File: src/rtl/cfe_pkg.sv
package cfe_pkg;
  typedef enum logic [1:0] {
    QM_OFF = 2'd0,
    QM_X1  = 2'd1,
    QM_X2  = 2'd2,
    QM_X4  = 2'd3
  } quad_mode_e;

  typedef struct packed {
    logic up;
    logic dn;
  } step_t;

  // Quadrature decode on one sample step: current (a,b) vs previous (ap,bp)
  function automatic step_t quad_decode(quad_mode_e m, logic a, logic b,
                                        logic ap, logic bp);
    step_t r;
    logic  ach, bch, fwd;
    r   = '0;
    ach = a ^ ap;
    bch = b ^ bp;
    // A leading B is the forward direction
    fwd = ach ? (a ^ b) : ~(a ^ b);
    if (ach ^ bch) begin
      case (m)
        QM_X4: begin r.up = fwd; r.dn = ~fwd; end
        QM_X2: if (ach) begin r.up = fwd; r.dn = ~fwd; end
        QM_X1: if (ach && a) begin r.up = ~b; r.dn = b; end
        default: r = '0;
      endcase
    end
    return r;
  endfunction

  // Non-quadrature decode: separate pins or count plus direction
  function automatic step_t plain_decode(logic dm, logic a, logic b,
                                         logic ap, logic bp);
    step_t r;
    logic  rise_a, rise_b;
    rise_a = a & ~ap;
    rise_b = b & ~bp;
    if (!dm) begin
      r.up = rise_a;
      r.dn = rise_b;
    end else begin
      r.up = rise_a & ~b;
      r.dn = rise_a & b;
    end
    return r;
  endfunction
endpackage

File: src/rtl/cfe_sync.sv
module cfe_sync #(
  parameter int             W      = 3,
  parameter int             STAGES = 2,
  parameter logic [W-1:0]   RST    = '0
) (
  input  logic         clk,
  input  logic         rst_n,
  input  logic [W-1:0] d,
  output logic [W-1:0] q,
  output logic [W-1:0] q_prev
);
  localparam int CW = STAGES * W;

  logic [CW-1:0] chain;

  always_ff @(posedge clk or negedge rst_n) begin
    if (!rst_n) begin
      chain  <= {STAGES{RST}};
      q_prev <= RST;
    end else begin
      chain  <= {chain[CW-W-1:0], d};
      q_prev <= chain[CW-1 -: W];
    end
  end

  assign q = chain[CW-1 -: W];
endmodule

File: src/rtl/cfe_decode.sv
module cfe_decode
  import cfe_pkg::*;
(
  input  logic       clk,
  input  logic       rst_n,
  input  quad_mode_e qmode,
  input  logic       dir_mode,
  input  logic       a,
  input  logic       b,
  input  logic       ap,
  input  logic       bp,
  output logic       ev_up,
  output logic       ev_dn,
  output logic       dir_up
);
  step_t qs, ps, dirstep, sel;
  logic  a_ch, b_ch, dir_q;

  assign a_ch    = a ^ ap;
  assign b_ch    = b ^ bp;
  assign qs      = quad_decode(qmode, a, b, ap, bp);
  assign ps      = plain_decode(dir_mode, a, b, ap, bp);
  assign dirstep = quad_decode(QM_X4, a, b, ap, bp);
  assign sel     = (qmode == QM_OFF) ? ps : qs;
  assign ev_up   = sel.up;
  assign ev_dn   = sel.dn;

  always_ff @(posedge clk or negedge rst_n) begin
    if (!rst_n)                dir_q <= 1'b1;
    else if (dirstep.up)       dir_q <= 1'b1;
    else if (dirstep.dn)       dir_q <= 1'b0;
  end

  assign dir_up = (qmode == QM_OFF) ? 1'b1 : dir_q;

  // simultaneous change of both pins never yields an event in quadrature
  p_illegal_silent_r6: assert property (@(posedge clk) disable iff (!rst_n)
    (qmode != QM_OFF && a_ch && b_ch) |-> !(ev_up || ev_dn));

  // direction bit held high when quadrature is off
  p_dir_forced_r12: assert property (@(posedge clk) disable iff (!rst_n)
    (qmode == QM_OFF) |-> dir_up);
endmodule

File: src/rtl/count_front_end.sv
module count_front_end
  import cfe_pkg::*;
#(
  parameter int SYNC_STAGES = 2
) (
  input  logic       clk,
  input  logic       rst_n,
  input  logic       pin_a,
  input  logic       pin_b,
  input  logic       pin_g,
  input  logic       in_enable,
  input  logic       dir_mode,
  input  logic [1:0] quad_sel,
  input  logic       g_is_gate,
  input  logic       step_up,
  input  logic       step_dn,
  output logic       cnt_up,
  output logic       cnt_dn,
  output logic       ctr_clear,
  output logic       dir_up
);
  localparam int NPIN = 3;
  localparam logic [NPIN-1:0] PIN_RST = 3'b100; // G idles high, A/B low

  logic [NPIN-1:0] s_cur, s_prev;
  logic            ev_up, ev_dn, gate_ok, req_up, req_dn;

  cfe_sync #(.W(NPIN), .STAGES(SYNC_STAGES), .RST(PIN_RST)) u_sync (
    .clk    (clk),
    .rst_n  (rst_n),
    .d      ({pin_g, pin_b, pin_a}),
    .q      (s_cur),
    .q_prev (s_prev)
  );

  cfe_decode u_dec (
    .clk      (clk),
    .rst_n    (rst_n),
    .qmode    (quad_mode_e'(quad_sel)),
    .dir_mode (dir_mode),
    .a        (s_cur[0]),
    .b        (s_cur[1]),
    .ap       (s_prev[0]),
    .bp       (s_prev[1]),
    .ev_up    (ev_up),
    .ev_dn    (ev_dn),
    .dir_up   (dir_up)
  );

  assign gate_ok   = in_enable && !(g_is_gate && s_cur[2]);
  assign req_up    = (ev_up && gate_ok) || step_up;
  assign req_dn    = (ev_dn && gate_ok) || step_dn;
  assign cnt_up    = req_up && !req_dn;
  assign cnt_dn    = req_dn && !req_up;
  assign ctr_clear = !g_is_gate && !s_cur[2];

  // strobes are mutually exclusive
  p_excl_strobes_r11: assert property (@(posedge clk) disable iff (!rst_n)
    !(cnt_up && cnt_dn));

  // disabled with no step command means silence
  p_disabled_quiet_r7: assert property (@(posedge clk) disable iff (!rst_n)
    (!in_enable && !step_up && !step_dn) |-> (!cnt_up && !cnt_dn));

  // no clear request while the pin acts as a gate
  p_clear_only_reset_r9: assert property (@(posedge clk) disable iff (!rst_n)
    g_is_gate |-> !ctr_clear);

  // a lone step command always reaches the output
  p_step_passes_r10: assert property (@(posedge clk) disable iff (!rst_n)
    (step_up && !step_dn && !(ev_dn && gate_ok)) |-> cnt_up);
endmodule

File: config.mk
export PLATFORM = sky130hd
export DESIGN_NAME = count_front_end
export DESIGN_NICKNAME = d
export VERILOG_FILES = /design/src/rtl/cfe_pkg.sv /design/src/rtl/cfe_sync.sv /design/src/rtl/cfe_decode.sv /design/src/rtl/count_front_end.sv
export SDC_FILE = /design/constraint.sdc
export NUM_CORES = 1
export LEC_CHECK = 0
export CORE_AREA = 3 3 40 42
export DETAILED_ROUTE_END_ITERATION = 16
export DIE_AREA = 0 0 43 45
export DONT_BUFFER_PORTS = 1
export SYNTH_ARGS = -nofsm -noshare
export SYNTH_HDL_FRONTEND = slang
export SYNTH_SLANG_ARGS = --single-unit
File: constraint.sdc
create_clock -name clk -period 1.8 [get_ports clk]
set_input_delay 0.18 -clock clk [delete_from_list [all_inputs] [get_ports clk]]
set_output_delay 0.18 -clock clk [all_outputs]
set_load 0.02 [all_outputs]
==> results.yml <==
outcome:
  outcome: "finished with violations"
  violations: "negative setup slack"
power:
  switching_share_pct: 28.2
  power.switching_w: 0.000152
  power_frac_comb_pct: 28.2
  vdd_drop_max_mv: 0.449
  powerDensity_mw_per_mm2: 778
  p_leak_nw: 0.289
  internal_power_w: 0.000387
  clkPwrFrac_pct: 27.8
  seqPwrFrac_pct: 44.0
timing:
  setup_viol: 2
  drv_slew: 0
  min_period_ps: 2060
  rsz0062_at_grt: "true"
  max_clock_freq_mhz: 485
  hold_viol_final: 0
  worst_slew_pin_slew_ps: 382
  finClkSkew_ps: 2.72
  fin_crit_sh_pct: 114
  setup_tns_ps: -510
  finalWorstSetupSlack_ps: -260
  relSlewSlack_pct: 74.4
route:
  avgViaCountPerCell: 5.13
  ant_nets: 0
  routed_wl_um: 897
  drc: 0
  vias: 354
  routedWlPerCell_um: 13.0
  drtPass1Iterations: 2
  drt_iter0_markers: 3
logic_synthesis:
  synth.yosys.warnings: 0
  syn_inst: 41
  synthTopCellsByArea: "dfrtp_1 32%, dfstp_2 17%, ha_1 8.1%, xnor3_2 5.1%, mux2i_1 4.3%"
  synth_fp_nets: 56
  synth_top_area_share_pct: 32.4
  synth_cell_types: 21
  ys_ff_latch: 9
  synth_top_area_cell: "dfrtp_1"
  netlist_area_um2: 463
  syn_avg_cell_area_um2: 11.3
  ys_seq_area_share_pct: 49.5
clock_network:
  cts_root_buf: "clkbuf_4"
  clk_pin_slew_ps: 60
  clock-sinks: 9
  htreeDepth: 1
  cts_buffers: 3
  cts.path.max_buffers: 2
  clock_latency_ps: 260
  cts_tree: "done"
global_routing:
  antenna_found_initial: 0
  grt_max_degree: 10
  grtUsageTotal_pct: 10.1
  grt_pass1_vias: 370
  grt_overflow: 0
  grt_first_pass_wirelength_um: 1430
floorplanning:
  die_x_um: 43
  die_area_mm2: 0.00194
  core_mm2: 0.00128
  die_h_um: 45
  rows: 13
  start_util_pct: 36.0
  ios: 16
placement:
  dp_hpwl_um: 717
  port_buffers: 0
  placedInstanceArea_um2: 531
  gp_congestion: 0.809
worst_setup_path:
  critPathCaptureType: "output port"
  crit_start: "u_sync.chain[3]"
  critPathArrivalTime_ps: 1880
  crit_fanout: 2
  path_class: "flip-flop to output port"
  crit_buf_inv: 1
  slowest_delay_ps: 420
  crit_chain: "buf_6, xor2_4, ha_4, or2_4, a31oi_4, o21ai_2, and3_4"
  r2r.worst_path.cells: 5
  crit_path_start_kind: "flip-flop"
  r2r-end: "u_dec.dir_q"
  cp.required_ps: 1620
  r2r_slack_ps: 370
  reg2reg_from: "u_sync.chain[3]"
  path_delay_family: "simple AND/OR/NAND/NOR gates"
  cp_slowest_cell: "dfrtp_1"
flow_run:
  cap_viol_max_count: 0
finish:
  drive_above_1_share_pct: 51.9
  final_area_um2: 693
  antenna_cells: 0
  final_common_cell: "dfrtp_1"
  register_area_um2: 229
  syn2layout_area_growth_pct: 49.7
  num-nets-final: 70
  nFillCells: 116
  final_cell_mix: "6 x dfrtp_1, 4 x dlygate4sd3_1"
  multi_input_area_um2: 319
min_path:
  holdCritPathClass: "input pin to async pin"
power by group through the flow:
stage                     clock [W]  combinational, W  sequential [W]
final                      0.000150          0.000152        0.000237
after detailed placement          0          0.000110        0.000239
after CTS                  0.000161          0.000146        0.000237
after floorplan                   0         0.0000792        0.000237
after global routing       0.000169          0.000168        0.000239
after global placement            0          0.000106        0.000238
Yosys cell counts (all sizes together):
| cell | number |
|---|---|
| a41oi | 1 |
| ha | 3 |
| xnor3 | 1 |
| a21boi | 1 |
| nand2b | 1 |
| mux2i | 2 |
| xor2 | 1 |
| or2 | 2 |
| nand3 | 2 |
| dfrtp | 6 |
| a31oi | 2 |
| and3 | 2 |
| o21ai | 2 |
| nor2 | 3 |
| dfstp | 3 |
| inv | 3 |
| nand2 | 3 |
| a21oi | 2 |
| and4bb | 1 |
layer usage:
metal,vias to the layer above,share of wire (%),global-route usage (%)
met2,16,52,17.1
li1,168,-,-
met3,3,9.5,2.39
met5,-,0,0
met1,167,35,10.6
met4,0,3.1,9.04
stage by stage:
step	total power (W)	cells	worst slack, ps	util, %	hold WS (ps)
2_1_floorplan	0.000316	41	9.42	-	-116
3_3_place_gp	0.000343	61	-21.6	41.3	-115
3_5_place_dp	0.000349	61	-48.5	41.3	-115
4_1_cts	0.000545	69	-268	52.7	269
5_1_grt	0.000575	69	-357	53.9	285
6_report	0.000539	69	-260	53.9	270
logic make-up after synthesis:
kind of cell	count (synthesis)	synth area share [%]
AO/OA/AOI/OAI	8	10.5
XOR/XNOR	2	7.03
multiplexers	2	4.32
buffers and inverters	3	2.43
AND/OR/NAND/NOR	14	18.1
adder cells (fa/ha/maj)	3	8.11
flip-flops	9	49.5
worst max path at each step:
stage / endpoint / slack [ps] / cells past startpoint
2_1_floorplan: cnt_dn / 9 / 7
3_3_place_gp: cnt_dn / -20 / 7
3_5_place_dp: cnt_dn / -50 / 7
4_1_cts: cnt_up / -270 / 7
5_1_grt: cnt_up / -360 / 7
6_report: cnt_up / -260 / 7
flip-flops by register name (all words and copies together) (netlist names):
signal	count
u_sync.chain	6
u_sync.q_prev	2
u_dec.dir_q	1
timing repair:
| item | in CTS | in global routing |
|---|---|---|
| setup buffers | 0 | 0 |
| pin swaps | 5 | 2 |
| gates resized for setup | 13 | 3 |
| endpoints found under the hold margin | 12 | 0 |
| setup endpoints to repair | 2 | 2 |
| hold buffers | 4 | 0 |
final cells by class:
cell class / instances / share of cell area [%]
repair buffers: 9 / 12.3
clock inverters: 1 / 0.722
clock buffers: 3 / 3.25
flip-flops and latches: 9 / 33.0
well taps: 15 / 2.71
inverters: 3 / 1.99
multi-input cells: 29 / 46.0
(Power assumes the default switching activity.)
